`config.mk`:
```
export PLATFORM = sky130hd
export DESIGN_NAME = xlat_buffer
export DESIGN_NICKNAME = d
export VERILOG_FILES = /design/src/rtl/xlat_pkg.sv /design/src/rtl/xlat_store.sv /design/src/rtl/xlat_match.sv /design/src/rtl/xlat_judge.sv /design/src/rtl/xlat_buffer.sv
export SDC_FILE = /design/constraint.sdc
export NUM_CORES = 1
export LEC_CHECK = 0
export BUFFER_PORTS_ARGS = -buffer_cell sky130_fd_sc_hd__buf_4
export CAP_MARGIN = 40
export CORE_MARGIN = 5
export CORE_UTILIZATION = 60
export DETAILED_ROUTE_END_ITERATION = 6
export PLACE_DENSITY = 0.8
export SYNTH_ARGS = -nofsm -noshare
export SYNTH_HDL_FRONTEND = slang
export SYNTH_SLANG_ARGS = --single-unit
```
`constraint.sdc`:
```
create_clock -name clk -period 3.8 [get_ports clk]
set_clock_uncertainty 0.1 [all_clocks]
set_input_delay 0.57 -clock clk [delete_from_list [all_inputs] [get_ports clk]]
set_output_delay 0.57 -clock clk [all_outputs]
set_load 0.03 [all_outputs]
```
`src/rtl/xlat_pkg.sv`:
```
`timescale 1ns/1ps
package xlat_pkg;

    localparam int VA_W   = 32;
    localparam int PTR_W  = 6;
    localparam int PN_LSB = 10;
    localparam int PN_W   = VA_W - PN_LSB;

    typedef enum logic [1:0] {
        ACC_RD  = 2'd0,
        ACC_WR  = 2'd1,
        ACC_EX  = 2'd2,
        ACC_RSV = 2'd3
    } acc_e;

    typedef enum logic [1:0] {
        FLT_NONE    = 2'd0,
        FLT_MISS    = 2'd1,
        FLT_PROT    = 2'd2,
        FLT_FIRSTWR = 2'd3
    } fault_e;

    typedef struct packed {
        logic            vld;
        logic [PN_W-1:0] vpn;
        logic [PN_W-1:0] pfn;
        logic [1:0]      sz;
        logic [2:0]      perm;
        logic            dirty;
        logic            wthru;
    } slot_t;

    // Mask of the page-number bits selected by a size code
    function automatic logic [VA_W-1:0] page_mask(input logic [1:0] sz);
        logic [VA_W-1:0] m;
        case (sz)
            2'd0:    m = {{(VA_W-10){1'b1}}, 10'b0};
            2'd1:    m = {{(VA_W-12){1'b1}}, 12'b0};
            2'd2:    m = {{(VA_W-16){1'b1}}, 16'b0};
            default: m = {{(VA_W-20){1'b1}}, 20'b0};
        endcase
        return m;
    endfunction

    function automatic logic [VA_W-1:0] pn_to_addr(input logic [PN_W-1:0] pn);
        return {pn, {PN_LSB{1'b0}}};
    endfunction

    // Bit 2 opens the page to unprivileged code, bit 1 grants write, bit 0 execute
    function automatic logic perm_grants(input logic [2:0] perm,
                                         input logic       priv,
                                         input acc_e       acc);
        logic mode_ok;
        logic kind_ok;
        mode_ok = priv | perm[2];
        case (acc)
            ACC_WR:  kind_ok = perm[1];
            ACC_EX:  kind_ok = perm[0];
            default: kind_ok = 1'b1;
        endcase
        return mode_ok & kind_ok;
    endfunction

endpackage

```
`src/rtl/xlat_store.sv`:
```
`timescale 1ns/1ps
module xlat_store
    import xlat_pkg::*;
#(
    parameter int ENTRIES = 8
) (
    input  logic                     clk,
    input  logic                     rst,
    input  logic                     wr_en,
    input  slot_t                    wr_slot,
    input  logic                     ptr_we,
    input  logic [PTR_W-1:0]         ptr_wdata,
    output logic [PTR_W-1:0]         ptr_q,
    output slot_t [ENTRIES-1:0]      slots
);

    localparam logic [PTR_W-1:0] LAST = PTR_W'(ENTRIES - 1);

    logic [PTR_W-1:0] ptr_next;

    always_comb begin
        ptr_next = ptr_q;
        if (ptr_we) begin
            ptr_next = ptr_wdata;
        end else if (wr_en) begin
            ptr_next = (ptr_q >= LAST) ? '0 : ptr_q + 1'b1;
        end
    end

    always_ff @(posedge clk) begin
        if (rst) ptr_q <= '0;
        else     ptr_q <= ptr_next;
    end

    for (genvar i = 0; i < ENTRIES; i++) begin : g_slot
        always_ff @(posedge clk) begin
            if (rst) begin
                slots[i] <= '0;
            end else if (wr_en && ptr_q == PTR_W'(i)) begin
                slots[i] <= wr_slot;
            end
        end
    end

endmodule

```
`src/rtl/xlat_match.sv`:
```
`timescale 1ns/1ps
module xlat_match
    import xlat_pkg::*;
#(
    parameter int ENTRIES = 8
) (
    input  slot_t [ENTRIES-1:0] slots,
    input  logic [VA_W-1:0]     vaddr,
    output logic                hit,
    output slot_t               hit_slot
);

    logic [ENTRIES-1:0] match;

    for (genvar i = 0; i < ENTRIES; i++) begin : g_cmp
        logic [VA_W-1:0] diff;
        assign diff     = (vaddr ^ pn_to_addr(slots[i].vpn)) & page_mask(slots[i].sz);
        assign match[i] = slots[i].vld && (diff == '0);
    end

    // Scan downward so the lowest matching index is the last to assign
    always_comb begin
        hit      = |match;
        hit_slot = '0;
        for (int i = ENTRIES - 1; i >= 0; i--) begin
            if (match[i]) hit_slot = slots[i];
        end
    end

endmodule

```
`src/rtl/xlat_judge.sv`:
```
`timescale 1ns/1ps
module xlat_judge
    import xlat_pkg::*;
(
    input  logic            lk_valid,
    input  logic [VA_W-1:0] vaddr,
    input  acc_e            acc,
    input  logic            priv,
    input  logic            hit,
    input  slot_t           slot,
    output logic [VA_W-1:0] paddr,
    output logic            wthru,
    output fault_e          fault
);

    logic [VA_W-1:0] mask;

    always_comb begin
        mask  = page_mask(slot.sz);
        paddr = '0;
        wthru = 1'b0;
        if (hit) begin
            paddr = (pn_to_addr(slot.pfn) & mask) | (vaddr & ~mask);
            wthru = slot.wthru;
        end
    end

    always_comb begin
        if (!lk_valid)                              fault = FLT_NONE;
        else if (!hit)                              fault = FLT_MISS;
        else if (!perm_grants(slot.perm, priv, acc)) fault = FLT_PROT;
        else if (acc == ACC_WR && !slot.dirty)      fault = FLT_FIRSTWR;
        else                                        fault = FLT_NONE;
    end

endmodule

```
`src/rtl/xlat_buffer.sv`:
```
`timescale 1ns/1ps
module xlat_buffer
    import xlat_pkg::*;
#(
    parameter int ENTRIES = 8
) (
    input  logic        clk,
    input  logic        rst,
    input  logic        lk_valid,
    input  logic [31:0] lk_vaddr,
    input  logic [1:0]  lk_acc,
    input  logic        lk_priv,
    output logic        lk_hit,
    output logic [31:0] lk_paddr,
    output logic        lk_wthru,
    output logic [1:0]  lk_fault,
    input  logic        wr_en,
    input  logic [21:0] wr_vpn,
    input  logic [21:0] wr_pfn,
    input  logic [1:0]  wr_size,
    input  logic [2:0]  wr_perm,
    input  logic        wr_dirty,
    input  logic        wr_wthru,
    input  logic        wr_valid,
    input  logic        ptr_we,
    input  logic [5:0]  ptr_wdata,
    output logic [5:0]  ptr_q,
    output logic [31:0] fault_addr
);

    slot_t               new_slot;
    slot_t [ENTRIES-1:0] slots;
    slot_t               hit_slot;
    fault_e              fault;

    always_comb begin
        new_slot.vld   = wr_valid;
        new_slot.vpn   = wr_vpn;
        new_slot.pfn   = wr_pfn;
        new_slot.sz    = wr_size;
        new_slot.perm  = wr_perm;
        new_slot.dirty = wr_dirty;
        new_slot.wthru = wr_wthru;
    end

    xlat_store #(.ENTRIES(ENTRIES)) u_store (
        .clk       (clk),
        .rst       (rst),
        .wr_en     (wr_en),
        .wr_slot   (new_slot),
        .ptr_we    (ptr_we),
        .ptr_wdata (ptr_wdata),
        .ptr_q     (ptr_q),
        .slots     (slots)
    );

    xlat_match #(.ENTRIES(ENTRIES)) u_match (
        .slots    (slots),
        .vaddr    (lk_vaddr),
        .hit      (lk_hit),
        .hit_slot (hit_slot)
    );

    xlat_judge u_judge (
        .lk_valid (lk_valid),
        .vaddr    (lk_vaddr),
        .acc      (acc_e'(lk_acc)),
        .priv     (lk_priv),
        .hit      (lk_hit),
        .slot     (hit_slot),
        .paddr    (lk_paddr),
        .wthru    (lk_wthru),
        .fault    (fault)
    );

    assign lk_fault = fault;

    always_ff @(posedge clk) begin
        if (rst) begin
            fault_addr <= '0;
        end else if (lk_valid && fault != FLT_NONE) begin
            fault_addr <= lk_vaddr;
        end
    end

endmodule

```
Yosys cells after proc, flatten, opt, wreduce, memory -nomap -nowiden
Cells that the tools add are included.

operators by class
  reductions and logical operators = 40
  mux-type cells = 29
  order comparisons = 1
  divide/modulo/power cells = 0
  eq/ne operators = 27
  $add $sub $neg = 1
  shift operators = 0
  bitwise operators = 22
  multiply operators = 0

operators by type and width
  cell                                                  number
  one-hot mux 20 bit (3 select lines)                   9
  bitwise AND 32 bit                                    10
  logical NOT 32 bit                                    8
  bitwise XOR 32 bit                                    8
  two-way mux 29 bit                                    8
  two-way mux 32 bit                                    1
  inverter 32 bit                                       1
  bitwise OR 32 bit                                     1
  == test 6 x 3 -> 1 bit (second input constant)        4
  == test 2 x 1 -> 1 bit (second input constant)        10
  == test 2 bit (second input constant)                 10
  logical AND 1 bit                                     18
  logical NOT 2 bit                                     9
  two-way mux 6 bit                                     3
  == test 6 x 2 -> 1 bit (second input constant)        2
  two-way mux 2 bit                                     4
  OR reduction 8 bit                                    1
  adder 6 x 1 -> 6 bit (second input constant)          1
  == test 6 x 1 -> 1 bit (second input constant)        1
  >= comparator 6 x 3 -> 1 bit (second input constant)  1
  logical NOT 6 bit                                     1
  nonzero test 2 bit                                    2
  two-way mux 1 bit                                     3
  one-hot mux 1 bit (2 select lines)                    1
  other kinds (3)                                       3

word-level totals
  RAM bits = 0
  memories = 0
  ROM bits = 0
  output and inout port bits = 74
  logic and storage cells = 178
  bits in latches = 0
  flip-flop bits (word level) = 454
  bits of input ports = 98

Logic depth before layout (Yosys ltp)
  depth after elaboration = 22
  mapped depth = 14
  depth with buffers taken out = 10

Cells and area by module
A second synthesis with hierarchy kept.

unflattened totals
  cell total of the unflattened synthesis = 2,628
  area, all modules = 24,674.9 um^2

by module, submodules not included
  module       seq. area each (um^2)  times used  area an instance (um^2)  cells an instance
  xlat_store   8,448.1                1           16,708.5                 1,505
  xlat_match   0.0                    1           6,082.1                  917
  xlat_buffer  640.6                  1           1,452.6                  140
  xlat_judge   0.0                    1           431.7                    66

Worst setup path before layout
Ideal clock, no wire load.

  path type = input port to output port
  start = in lk_vaddr[24]
  end = out lk_paddr[26]
  buffers on the path = 4
  cell stages on the path = 10
  arrival = 3.555 ns
  slack = -0.425 ns
  required time = 3.130 ns
  path through = buf_2 > xnor2_1 > nand3_1 > nor4_1 > and2_1 > buf_2 > buf_1 > buf_1 > a21oi_1 > o41ai_1

on the way
  word-level cells in the longest chain between the ends = 15
  elaborated cells on any way between the ends = 44
  classes of those cells = 9 x mux; 18 x bitwise; 17 x reduce/logical

ends and longest elaborated chain
  what                             line               source
  start: declaration               xlat_buffer.sv:10  input logic [31:0] lk_vaddr,
  bitwise XOR 32 bit               xlat_match.sv:17   assign diff = (vaddr ^ pn_to_addr(slots[i].vpn)) & page_mask(slots[i].sz);
  bitwise AND 32 bit               xlat_match.sv:17
  logical NOT 32 bit               xlat_match.sv:18   assign match[i] = slots[i].vld && (diff == '0);
  logical AND 1 bit                xlat_match.sv:18
  two-way mux 29 bit (8 in a row)  xlat_match.sv:26   if (match[i]) hit_slot = slots[i];
  bitwise AND 32 bit               xlat_judge.sv:23   paddr = (pn_to_addr(slot.pfn) & mask) | (vaddr & ~mask);
  bitwise OR 32 bit                xlat_judge.sv:23
  two-way mux 32 bit (*)           xlat_judge.sv:22   if (hit) begin
  end: declaration                 xlat_buffer.sv:14  output logic [31:0] lk_paddr,

Mark *: on every way between the ends. The rest lies on a longest branch, timed or not.

Worst setup path after layout
  start = reg, netlist name u_store.slots[347]
  end = out lk_paddr[12]

on the way
  word-level cells in the longest chain between the ends = 17
  elaborated cells on any way between the ends = 21
  classes of those cells = 2 x eq/ne; 9 x mux; 6 x bitwise; 4 x reduce/logical

ends and longest elaborated chain
  what                                   line              source
  bitwise XOR 32 bit (*)                 xlat_match.sv:17
  bitwise AND 32 bit (*)                 xlat_match.sv:17
  logical NOT 32 bit (*)                 xlat_match.sv:18
  logical AND 1 bit (*)                  xlat_match.sv:18
  two-way mux 29 bit (7 in a row)        xlat_match.sv:26
  == test 2 bit (tied with other cells)  xlat_pkg.sv:36    case (sz)
  one-hot mux 20 bit (3 select lines)    xlat_pkg.sv:36
  inverter 32 bit                        xlat_judge.sv:23
  bitwise AND 32 bit                     xlat_judge.sv:23
  bitwise OR 32 bit                      xlat_judge.sv:23
  two-way mux 32 bit (*)                 xlat_judge.sv:22

Marks and branches as above.

==> summary.txt <==
Job
  • Max_cap viols: 0

Critical path
  • Worst Path Buf+Inv: 4
  • R2R cell count: 14
  • Critical Path End Type: output pin
  • Most common cell on crit path: buf_4
  • WP data arrival: 3450 ps
  • Worst path required time: roughly 3100 ps
  • Worst-path fanout max: 15
  • CP cell instances: xnor2_2 -> nand4_1 -> o32ai_2 -> buf_4 -> nand2_1 -> buf_4 -> and3_1 -> a21oi_1 -> mux2i_1 -> mux2i_1 -> a221oi_2 -> buf_4 -> mux2_4 -> buf_6
  • Critical path's slowest cell: dfxtp_1
  • Critical path depth in cells: 14
  • CP Class: flop to output pin
  • CP top delay family: buffers and inverters
  • CP startpoint kind: flop
  • R2r setup slk: roughly 400 ps
  • Largest stage delay on the critical path: 340 ps

Yosys
  • Largest family of logic cells by synthesized area: simple AND/OR/NAND/NOR gates
  • Syn nets: 2865
  • Synthesized flop and latch total: between 400 and 500
  • Main synth FF type: dfxtp_1
  • Mapped Avg Cell Area: 7.60 µm²
  • Ys async rst share: 0%
  • Synth Area in Compound Gates: 15.3%
  • Distinct cells, synth: 64
  • Post-synthesis mux area share: 4.32%
  • XOR/XNOR Fraction of Synth Area: roughly 7.5%
  • Mapped Cells: 2761
  • Adder-Cell Fraction of Synth Area: 0.358%
  • Area share of and/or/nand/nor cells after synthesis: 23.1%
  • EDFF count, synth: 0
  • Synthesized cell area: 0.0210 mm²
  • Sequential share of the synthesized area: around 43%
  • Syn. warnings: 0

Timing
  • Endpoints failing setup: 24
  • Final Max Slew Viols: 0
  • RSZ-0062 raised after global routing: true
  • Hold_ws: approximately 150 ps
  • Slew headroom: 36.8%
  • Period utilization: 108%
  • Max Fclk: 0.243 GHz
  • Fin. Hold Viols: 0
  • Least-Margin Pin Slew: 948 ps
  • Final setup margin: -320 ps
  • Period minus WS final: roughly 4000 ps

Global route
  • Routing usage on met2: 56.4%
  • Vias in the first global route: 20.4k
  • Pin count of the biggest net entering global routing: around 160
  • Met3 usage: 6.77%
  • Gr ovfl total: 0
  • First-pass GRT wire length: 108000 µm
  • Gr busiest metal: met2
  • Tot GR Track Use: 34.6%
  • M1 GR Usage: 44.7%
  • Initial antenna violation count: 2

Finish
  • Area grow syn2layout: 23.2%
  • Seq. cell area: approximately 0.009 mm²
  • Share of post-route cells with drive strength above 1: 19.5%
  • NumNets Final: 3005
  • # fillers: 2488
  • Post-route cell area: 0.0258 mm²
  • Non-Filler Instances: 3393
  • Most common cell after layout, fill and taps aside: nand2_1
  • Most frequent cells in the layout: 917 x nand2_1, 474 x a21oi_1, 446 x dfxtp_1
  • Area of the multi-input gates: 0.0115 mm²

Clock network
  • CTS H-tree depth: 2
  • Root buf cell: clkbuf_16
  • CTS Buf Count: 46
  • Clock buffer depth: 3
  • Clk_lat worst skew: 560 ps
  • CTS tree: done
  • Reg clk slew, reported paths: 60 ps
  • Clock sink total: around 450

Placed design
  • DP Wirelength: around 43000 µm
  • Placed inst area: about 0.023 mm²
  • Port bufs: 171
  • Gpl congestion: 0.969
  • Placed Instances: 3298

Routing
  • DRC Markers: 1
  • Antenna viol nets, final: 0
  • Routed vias: roughly 21k
  • Wire per inst: 20.8 µm
  • First-pass DRT Iterations: 7
  • Final WL: 70500 µm
  • Initial DRC count: 2600
  • Drt via density: 6.09

Floorplan
  • Die width: roughly 200 µm
  • Die height: 197 µm
  • # rows: 68
  • Initial Utilization: 60.7%
  • DIE AREA: 0.0388 mm²
  • Core Box Area: 0.0345 mm²
  • I/O Pins: between 150 and 200

Power
  • LEAKAGE: about 9.5 nW
  • Power Density: 413 mW/mm²
  • Peak supply drop: approximately 330 µV
  • Total power: 10.7 mW

Run status
  • Failing checks: DRC, setup timing
  • Status: finished, violations left

Hold path
  • Hold Path Depth: 3
  • HP Class: input pin to flop
-- where the power goes --
part / internal (mW) / leakage (nW) / total (mW) / switching, mW
clock network: 2.86 / 0.794 / 4.77 / 1.91
logic: 0.363 / 5.04 / 0.971 / 0.608
registers: 4.86 / 3.68 / 4.93 / 0.0705
total: 8.08 / 9.51 / 10.7 / 2.59
-- cells in the mapped netlist, types with 30 or more instances --
master / number / share of area, %
nand4_1: 31 / 0.92
nor2_1: 30 / 0.54
xnor2_1: 147 / 6.1
clkbuf_2: 52 / 1.2
a21oi_1: 478 / 11
clkbuf_1: 161 / 2.9
mux2i_1: 77 / 3.7
o21ai_0: 56 / 1.3
nand2b_1: 68 / 2.0
inv_1: 31 / 0.55
nand2_1: 924 / 17
dfxtp_1: 454 / 43
nand3_1: 43 / 1.0
-- repair_timing --
action,4_1_cts,5_1_grt
pin swaps,35,39
hold buffers,0,0
resized for setup,154,51
gates cloned,1,0
setup endpoints to repair,36,36
hold endpoints to repair,0,0
buffers inserted,7,5
-- tightest hold or removal path: cells and delay by family --
| family | cells | cell delay (ps) |
|---|---|---|
| buffers and inverters | 1 | 80 |
| AND/OR/NAND/NOR | 1 | 70 |
| AO/OA/AOI/OAI | 1 | 50 |
-- registers in the layout, indices dropped and copies added (netlist names) --
register,cells
u_store.ptr_q,6
fault_addr,32
u_store.slots,416
-- path summary, 6_finish.rpt --
check,start,end
setup / recovery,u_store.slots[347]$_SDFFE_PP0P_,lk_paddr[12]
hold / removal,ptr_wdata[2],u_store.ptr_q[2]$_SDFFE_PP0P_
setup reg to reg,u_store.slots[87]$_SDFFE_PP0P_,fault_addr[26]$_SDFFE_PP0P_
hold reg to reg,u_store.slots[367]$_SDFFE_PP0P_,u_store.slots[367]$_SDFFE_PP0P_
-- kinds of logic (layout without fill, tap and decap cells) --
family | Yosys count | count (layout)
flip-flops | 454 | 454
multiplexers | 89 | 89
XOR/XNOR | 176 | 176
adder cells (fa/ha/maj) | 6 | 6
other | 0 | 2
AND/OR/NAND/NOR | 1160 | 1160
buffers and inverters | 283 | 458
AO/OA/AOI/OAI | 593 | 593
-- routing by layer --
metal	vias to the layer above	share of wire (%)
met5	-	0
met1	9820	38
met4	0	4.0
li1	9322	-
met3	225	11
met2	1299	47
-- metrics by stage --
stage | setup WS [ps] | util [%] | setup TNS, ps
floorplan | -32.9 | - | -32.9
global placement | -742 | 67.3 | -17110
detailed placement | -698 | 67.3 | -16210
CTS | -269 | 74.0 | -3310
global route | -403 | 74.8 | -7110
finish | -320 | 74.8 | -4370
-- layout make-up --
class                           count  area share (%)
Multi-Input combinational cell   2024            44.4
Sequential cell                   454            35.2
Timing Repair Buffer              344            11.5
Clock buffer                       66            5.33
Tap cell                          455            2.20
Clock inverter                     17           0.852
Inverter                           31           0.450
Antenna cell                        2          0.0194
(Power assumes the default switching activity.)
